--- config.mk ---
export PLATFORM = sky130hd
export DESIGN_NAME = timer_latch_ctrl
export DESIGN_NICKNAME = d
export VERILOG_FILES = /design/src/rtl/timer_latch_pkg.sv /design/src/rtl/timer_cmd_decode.sv /design/src/rtl/timer_chan_latch.sv /design/src/rtl/timer_rd_port.sv /design/src/rtl/timer_latch_ctrl.sv
export SDC_FILE = /design/constraint.sdc
export NUM_CORES = 1
export LEC_CHECK = 0
export BUFFER_PORTS_ARGS = -buffer_cell sky130_fd_sc_hd__buf_4
export CAP_MARGIN = 20
export CORE_ASPECT_RATIO = 0.9
export CORE_MARGIN = 2
export CORE_UTILIZATION = 59
export CTS_CLUSTER_DIAMETER = 50
export DETAILED_ROUTE_END_ITERATION = 7
export PLACE_DENSITY = 0.85
export SETUP_SLACK_MARGIN = 0.05
export SLEW_MARGIN = 25
export SYNTH_ARGS = -nofsm -noshare
export SYNTH_HDL_FRONTEND = slang
export SYNTH_SLANG_ARGS = --single-unit
--- constraint.sdc ---
create_clock -name clk -period 5.5 [get_ports clk]
set_input_delay 0.55 -clock clk [delete_from_list [all_inputs] [get_ports clk]]
set_output_delay 0.55 -clock clk [all_outputs]
set_load 0.02 [all_outputs]
--- src/rtl/timer_latch_pkg.sv ---
package timer_latch_pkg;
  localparam int BYTE_W = 8;
  localparam int MODE_W = 3;
  localparam int RW_W   = 2;

  localparam logic [1:0] RW_LOW  = 2'b01;
  localparam logic [1:0] RW_HIGH = 2'b10;

  typedef struct packed {
    logic              out_lvl;
    logic              null_cnt;
    logic [RW_W-1:0]   rw;
    logic [MODE_W-1:0] mode;
    logic              bcd;
  } status_t;

  function automatic logic [BYTE_W-1:0] pack_status(
    input logic out_lvl, input logic null_cnt,
    input logic [RW_W-1:0] rw, input logic [MODE_W-1:0] mode,
    input logic bcd);
    status_t s;
    s.out_lvl  = out_lvl;
    s.null_cnt = null_cnt;
    s.rw       = rw;
    s.mode     = mode;
    s.bcd      = bcd;
    return s;
  endfunction
endpackage

--- src/rtl/timer_cmd_decode.sv ---
module timer_cmd_decode #(
  parameter int NUM_CH = 3
) (
  input  logic              clk,
  input  logic              rst,
  input  logic              wr_en,
  input  logic [7:0]        wr_data,
  output logic [NUM_CH-1:0] cnt_req,
  output logic [NUM_CH-1:0] sts_req
);
  logic is_snap;
  assign is_snap = wr_en && (wr_data[7:6] == 2'b11) && !wr_data[0];

  for (genvar i = 0; i < NUM_CH; i++) begin : g_dec
    localparam logic [1:0] CH_ID = 2'(i);
    logic single_hit;
    assign single_hit = wr_en && (wr_data[7:6] == CH_ID) && (wr_data[5:4] == 2'b00);
    assign cnt_req[i] = single_hit || (is_snap && wr_data[i+1] && !wr_data[5]);
    assign sts_req[i] = is_snap && wr_data[i+1] && !wr_data[4];
  end

  // a snapshot word with bit 0 set must raise no request
  assert_rsv_bit_R4: assert property (@(posedge clk) disable iff (rst)
    (wr_en && wr_data[7:6] == 2'b11 && wr_data[0]) |-> (cnt_req == '0 && sts_req == '0));
  // a single-channel freeze touches at most one count and no status
  assert_single_onehot_R2: assert property (@(posedge clk) disable iff (rst)
    (wr_en && wr_data[7:6] != 2'b11) |-> ($onehot0(cnt_req) && sts_req == '0));
endmodule

--- src/rtl/timer_chan_latch.sv ---
module timer_chan_latch
  import timer_latch_pkg::*;
#(
  parameter int CNT_W = 16
) (
  input  logic              clk,
  input  logic              rst,
  input  logic              cnt_req,
  input  logic              sts_req,
  input  logic              rd_hit,
  input  logic [CNT_W-1:0]  live_cnt,
  input  logic [BYTE_W-1:0] sts_in,
  input  logic [RW_W-1:0]   rw_mode,
  output logic [BYTE_W-1:0] byte_out
);
  logic             cnt_held, sts_held, hi_next;
  logic [CNT_W-1:0] cnt_q;
  logic [BYTE_W-1:0] sts_q;

  logic             two_byte, last_byte;
  logic [CNT_W-1:0] src;
  logic [BYTE_W-1:0] lo_b, hi_b, cnt_byte;

  assign two_byte  = (rw_mode != RW_LOW) && (rw_mode != RW_HIGH);
  assign last_byte = !two_byte || hi_next;
  assign src       = cnt_held ? cnt_q : live_cnt;
  assign lo_b      = src[BYTE_W-1:0];
  assign hi_b      = src[CNT_W-1 -: BYTE_W];

  always_comb begin
    if (two_byte)                cnt_byte = hi_next ? hi_b : lo_b;
    else if (rw_mode == RW_HIGH) cnt_byte = hi_b;
    else                         cnt_byte = lo_b;
    byte_out = sts_held ? sts_q : cnt_byte;
  end

  always_ff @(posedge clk) begin
    if (rst) begin
      cnt_held <= 1'b0;
      sts_held <= 1'b0;
      hi_next  <= 1'b0;
      cnt_q    <= '0;
      sts_q    <= '0;
    end else begin
      if (rd_hit) begin
        if (sts_held) begin
          sts_held <= 1'b0;
        end else begin
          if (two_byte) hi_next <= !hi_next;
          if (cnt_held && last_byte) cnt_held <= 1'b0;
        end
      end
      if (cnt_req && !cnt_held) begin
        cnt_held <= 1'b1;
        cnt_q    <= live_cnt;
        hi_next  <= 1'b0;
      end
      if (sts_req && !sts_held) begin
        sts_held <= 1'b1;
        sts_q    <= sts_in;
      end
    end
  end

  // a held count stays frozen until a read can release it
  assert_cnt_frozen_R8: assert property (@(posedge clk) disable iff (rst)
    (cnt_held && !rd_hit) |=> (cnt_held && $stable(cnt_q)));
  // a held status stays frozen until it is read
  assert_sts_frozen_R8: assert property (@(posedge clk) disable iff (rst)
    (sts_held && !rd_hit) |=> (sts_held && $stable(sts_q)));
  // a fresh capture takes the live count of the command cycle
  assert_cnt_capture_R2: assert property (@(posedge clk) disable iff (rst)
    (cnt_req && !cnt_held) |=> (cnt_held && cnt_q == $past(live_cnt)));
  // reading a held status releases it and leaves the count untouched
  assert_sts_release_R6: assert property (@(posedge clk) disable iff (rst)
    (sts_held && rd_hit && !sts_req) |=> (!sts_held && $stable(cnt_q)));
endmodule

--- src/rtl/timer_rd_port.sv ---
module timer_rd_port
  import timer_latch_pkg::*;
#(
  parameter int NUM_CH = 3,
  parameter int SEL_W  = 2
) (
  input  logic                          clk,
  input  logic                          rst,
  input  logic                          rd_en,
  input  logic [SEL_W-1:0]              rd_sel,
  input  logic [NUM_CH-1:0][BYTE_W-1:0] ch_bytes,
  output logic [NUM_CH-1:0]             rd_hit,
  output logic [BYTE_W-1:0]             rd_data,
  output logic                          rd_valid
);
  logic [BYTE_W-1:0] pick;

  always_comb begin
    pick   = '0;
    rd_hit = '0;
    for (int i = 0; i < NUM_CH; i++) begin
      if (rd_sel == SEL_W'(i)) begin
        pick      = ch_bytes[i];
        rd_hit[i] = rd_en;
      end
    end
  end

  always_ff @(posedge clk) begin
    if (rst) begin
      rd_data  <= '0;
      rd_valid <= 1'b0;
    end else begin
      rd_valid <= rd_en;
      if (rd_en) rd_data <= pick;
    end
  end

  // every read returns a byte in the following cycle
  assert_rd_latency_R10: assert property (@(posedge clk) disable iff (rst)
    rd_en |=> rd_valid);
  assert_rd_idle_R10: assert property (@(posedge clk) disable iff (rst)
    !rd_en |=> !rd_valid);
  // an index past the last channel reads as zero and strobes nothing
  assert_rd_oob_R10: assert property (@(posedge clk) disable iff (rst)
    (rd_en && rd_sel >= SEL_W'(NUM_CH)) |=> (rd_data == '0));
endmodule

--- src/rtl/timer_latch_ctrl.sv ---
module timer_latch_ctrl
  import timer_latch_pkg::*;
#(
  parameter int NUM_CH = 3,
  parameter int CNT_W  = 16,
  localparam int SEL_W = 2
) (
  input  logic                     clk,
  input  logic                     rst,
  input  logic                     wr_en,
  input  logic [7:0]               wr_data,
  input  logic                     rd_en,
  input  logic [SEL_W-1:0]         rd_sel,
  input  logic [NUM_CH*CNT_W-1:0]  live_count,
  input  logic [NUM_CH-1:0]        chan_out,
  input  logic [NUM_CH-1:0]        chan_null,
  input  logic [NUM_CH*MODE_W-1:0] chan_mode,
  input  logic [NUM_CH-1:0]        chan_bcd,
  input  logic [NUM_CH*RW_W-1:0]   chan_rw,
  output logic [BYTE_W-1:0]        rd_data,
  output logic                     rd_valid
);
  logic [NUM_CH-1:0]             cnt_req, sts_req, rd_hit;
  logic [NUM_CH-1:0][BYTE_W-1:0] ch_bytes;

  timer_cmd_decode #(.NUM_CH(NUM_CH)) u_dec (
    .clk(clk), .rst(rst), .wr_en(wr_en), .wr_data(wr_data),
    .cnt_req(cnt_req), .sts_req(sts_req)
  );

  for (genvar i = 0; i < NUM_CH; i++) begin : g_ch
    logic [BYTE_W-1:0] sts_byte;
    assign sts_byte = pack_status(chan_out[i], chan_null[i],
                                  chan_rw[i*RW_W +: RW_W],
                                  chan_mode[i*MODE_W +: MODE_W], chan_bcd[i]);
    timer_chan_latch #(.CNT_W(CNT_W)) u_ch (
      .clk(clk), .rst(rst),
      .cnt_req(cnt_req[i]), .sts_req(sts_req[i]), .rd_hit(rd_hit[i]),
      .live_cnt(live_count[i*CNT_W +: CNT_W]),
      .sts_in(sts_byte), .rw_mode(chan_rw[i*RW_W +: RW_W]),
      .byte_out(ch_bytes[i])
    );
  end

  timer_rd_port #(.NUM_CH(NUM_CH), .SEL_W(SEL_W)) u_rd (
    .clk(clk), .rst(rst), .rd_en(rd_en), .rd_sel(rd_sel),
    .ch_bytes(ch_bytes), .rd_hit(rd_hit),
    .rd_data(rd_data), .rd_valid(rd_valid)
  );
endmodule

==> impl_metrics.env <==
export IMPL_status="finished, final reports clean"
export IMPL_synth_fp_nets=577
export IMPL_synth_top_cell_by_area="dfxtp_1"
export IMPL_dp_hpwl_um=8090
export IMPL_die_height_um=87.8
export IMPL_synth_seq_cells=90
export IMPL_worst_pin_slew_ns=1.02
export IMPL_rsz0062_at_grt="false"
export IMPL_hold_buffers=0
export IMPL_multi_input_area_sq_um=2550
export IMPL_drive_gt1_frac=0.269
export IMPL_avgSynthCellArea_sq_um=9.44
export IMPL_whs_ns=0.429
export IMPL_via_per_inst=5.91
export IMPL_syn_to_final_growth_pct=19.2
export IMPL_cellLeakagePower_nw=2.05
export IMPL_wl_um=11100
export IMPL_hold_viol=0
export IMPL_cts_resized=0
export IMPL_syn_area_sq_um=4610
export IMPL_rows=30
export IMPL_skew_ns=0.00860
export IMPL_fillers=573
export IMPL_slew_viol_final=0
export IMPL_grt_max_degree=96
export IMPL_syn_inst=488
export IMPL_nNetsFinal=649
export IMPL_total_power_w=0.00134
export IMPL_die_w_um=97.2
export IMPL_switching_share=0.256
export IMPL_grt_total_usage=0.271
export IMPL_power_density_nw_per_um2=244
export IMPL_endpoint_kind="flop"
export IMPL_cts_path_max_buffers=2
export IMPL_port_buffers=94
export IMPL_diodes=0
export IMPL_max_cap_violations=0
export IMPL_relSlewSlack=0.318
export IMPL_critPathMaxStageDelay_ns=0.77
export IMPL_ant_nets=0
export IMPL_die_area_sq_um=8530
export IMPL_antenna_found_initial=0
export IMPL_startpoint="chan_rw[1]"
export IMPL_worstPathRequired_ns=5.72
export IMPL_p_sw_w=0.000344
export IMPL_crit_type="input port to flop"
export IMPL_critPathSlowestCell="mux2i_1"
export IMPL_h_tree_depth=3
export IMPL_seqPwrFrac=0.505
export IMPL_postCtsSetupBuffers=0
export IMPL_seq_area_sq_um=1800
export IMPL_r2r_setup_slack_ns=3.22
export IMPL_dr_first_iter_drc_count=290
export IMPL_vdd_drop_max_uv=145
export IMPL_p_comb_frac=0.142
export IMPL_fin_util=0.728
export IMPL_internal_power_w=0.000999
export IMPL_synth_cell_type_count=38
export IMPL_synth_warnings=0
export IMPL_seq_area_frac_synth=0.391
export IMPL_clock_sinks=90
export IMPL_drc=0
export IMPL_worstReg2RegStart="g_ch[0].u_ch.cnt_held"
export IMPL_place_ws_ns=2.68
export IMPL_coreArea_sq_um=7540
export IMPL_clk_latency_ns=0.35
export IMPL_path_clk_slew_ns=0.09
export IMPL_gp_congestion=0.797
export IMPL_setup_viol=0
export IMPL_hp_start="chan_mode[4]"
export IMPL_synth_edff_count=0
export IMPL_synth_top_area_frac=0.391
export IMPL_synthTopCellsByArea="dfxtp_1 (39%), mux2i_1 (13%), mux4_2 (9.3%)"
export IMPL_finalCritPeriodShare=0.452
export IMPL_grt_pass1_wl_um=18600
export IMPL_dr_pass1_iters=5
export IMPL_hp_class="input port to flop"
export IMPL_io_pins=95
export IMPL_grt_overflow_total=0
export IMPL_synthArstFlopShare=0
export IMPL_synthFlopType="dfxtp_1"
export IMPL_cp_cell_sequence="buf_4, ha_1, mux2i_1, mux4_2, a211oi_1, a31oi_1"
export IMPL_arrival_ns=2.71
export IMPL_grt_pass1_vias=3800
export IMPL_setup_ws_ns=3.01
export IMPL_cts_buffers=9
export IMPL_avgRoutedWirePerCell_um=16.9
export IMPL_critical_path_max_fanout=8
export IMPL_cts_tree="done"
export IMPL_cts_root_buf="clkbuf_8"
export IMPL_setup_worst_path_start_class="input port"
export IMPL_start_util=0.611
export IMPL_clock_power_share=0.353
export IMPL_num_vias=3909
export IMPL_clock_fmax_ghz=0.402
export IMPL_setup_tns_ns=0
export IMPL_fin_crit_ns=2.49
placed cells by master, fill, tap and decap left out:
| cell | netlist | layout |
|---|---|---|
| mux4_1 | 5 | 5 |
| nor2_1 | 28 | 28 |
| o32ai_1 | 2 | 2 |
| nand4b_1 | 2 | 2 |
| o21ai_0 | 22 | 22 |
| nand2_1 | 98 | 98 |
| nand3_1 | 11 | 11 |
| nor3_1 | 3 | 3 |
| clkinv_4 | 0 | 2 |
| nand4_1 | 16 | 16 |
| nand2b_1 | 4 | 4 |
| xor2_1 | 3 | 3 |
| ha_1 | 3 | 3 |
| nor3_2 | 1 | 1 |
| clkinv_1 | 2 | 2 |
| o21ai_2 | 9 | 9 |
| nor2b_1 | 1 | 1 |
| inv_1 | 15 | 15 |
| nor4_2 | 0 | 3 |
| or2_2 | 1 | 1 |
| and2_1 | 3 | 3 |
| clkinvlp_4 | 0 | 2 |
| dfxtp_1 | 90 | 90 |
| o32ai_4 | 1 | 1 |
| bufinv_16 | 0 | 1 |
| a31oi_1 | 11 | 11 |
| nor3b_2 | 2 | 2 |
| buf_4 | 2 | 98 |
| o21a_1 | 3 | 3 |
| mux2i_1 | 59 | 59 |
| a21oi_1 | 11 | 11 |
| mux4_2 | 19 | 19 |
| or4b_4 | 1 | 1 |
| clkbuf_8 | 0 | 11 |
| inv_2 | 1 | 1 |
| nand3b_1 | 13 | 13 |
| a211oi_1 | 8 | 8 |
synthesized netlist by cell type, drive strengths merged (4+ instances only):
cell type and instances:
a211oi 8, nand2b 4, a21oi 11, buf 15
dfxtp 90, clkbuf 22, nand2 98, inv 16
mux2i 59, nand3 11, nor3 4, nor2 28
mux4 24, o21ai 31, nand4 16, a31oi 11
nand3b 13
metrics by stage:
| stage | instance area (sq um) | std cells |
|---|---|---|
| after global routing | 5490 | 661 |
| final | 5490 | 661 |
| after floorplan | 4610 | 488 |
| after CTS | 5490 | 661 |
| after detailed placement | 5280 | 645 |
| after global placement | 5280 | 645 |
flip-flops by register name, indices dropped and copies added (netlist names):
name,cells
g_ch.u_ch.sts_held,3
g_ch.u_ch.sts_q,24
u_rd.rd_valid,1
g_ch.u_ch.hi_next,3
u_rd.rd_data,8
g_ch.u_ch.cnt_q,48
g_ch.u_ch.cnt_held,3
worst max-delay path: cells and delay by family:
family | cells | cell delay [ns]
adders and majority gates | 1 | 0.33
AOI/OAI and AO/OA | 2 | 0.53
buffers and inverters | 1 | 0.12
muxes | 2 | 1.19
routing by layer:
layer,track usage,routed length [um],vias to the layer above
met5,0,0,-
met4,0.0589,121,0
met3,0.0686,864,12
met2,0.451,5330,159
met1,0.364,4820,1859
li1,-,-,1879
cell type report:
cell class,instances,share of cell area
clock buffer,11,0.0276
sequential,90,0.328
multi-input combinational,343,0.465
inverter,18,0.0123
clock inverter,5,0.0114
timing repair buffer,98,0.134
tap,96,0.0219
worst paths after layout:
| kind | to | cells past startpoint |
|---|---|---|
| worst max-delay path | u_rd.rd_data[7] | 6 |
| worst max register to register | g_ch[0].u_ch.cnt_q[1] | 3 |
| worst min-delay path | g_ch[1].u_ch.sts_q[2] | 3 |
| worst min register to register | g_ch[2].u_ch.cnt_q[6] | 2 |
logic make-up after synthesis:
group	after synthesis	share of synthesized area
xor gates and xnor gates	3	0.00570
adders and majority gates	3	0.00815
muxes	83	0.250
DFF	90	0.391
and+or+nand+nor	187	0.191
buffers and inverters	55	0.0586
AOI/OAI and AO/OA	67	0.0956
power groups by stage:
stage	Clock (W)	Combinational (W)	Sequential, W
after floorplan	0	0.000104	0.000693
after global placement	0	0.000185	0.000692
after detailed placement	0	0.000189	0.000693
after CTS	0.000481	0.000190	0.000678
after global routing	0.000511	0.000206	0.000680
final	0.000474	0.000191	0.000678
No activity file was read; power rests on OpenSTA's default activity.
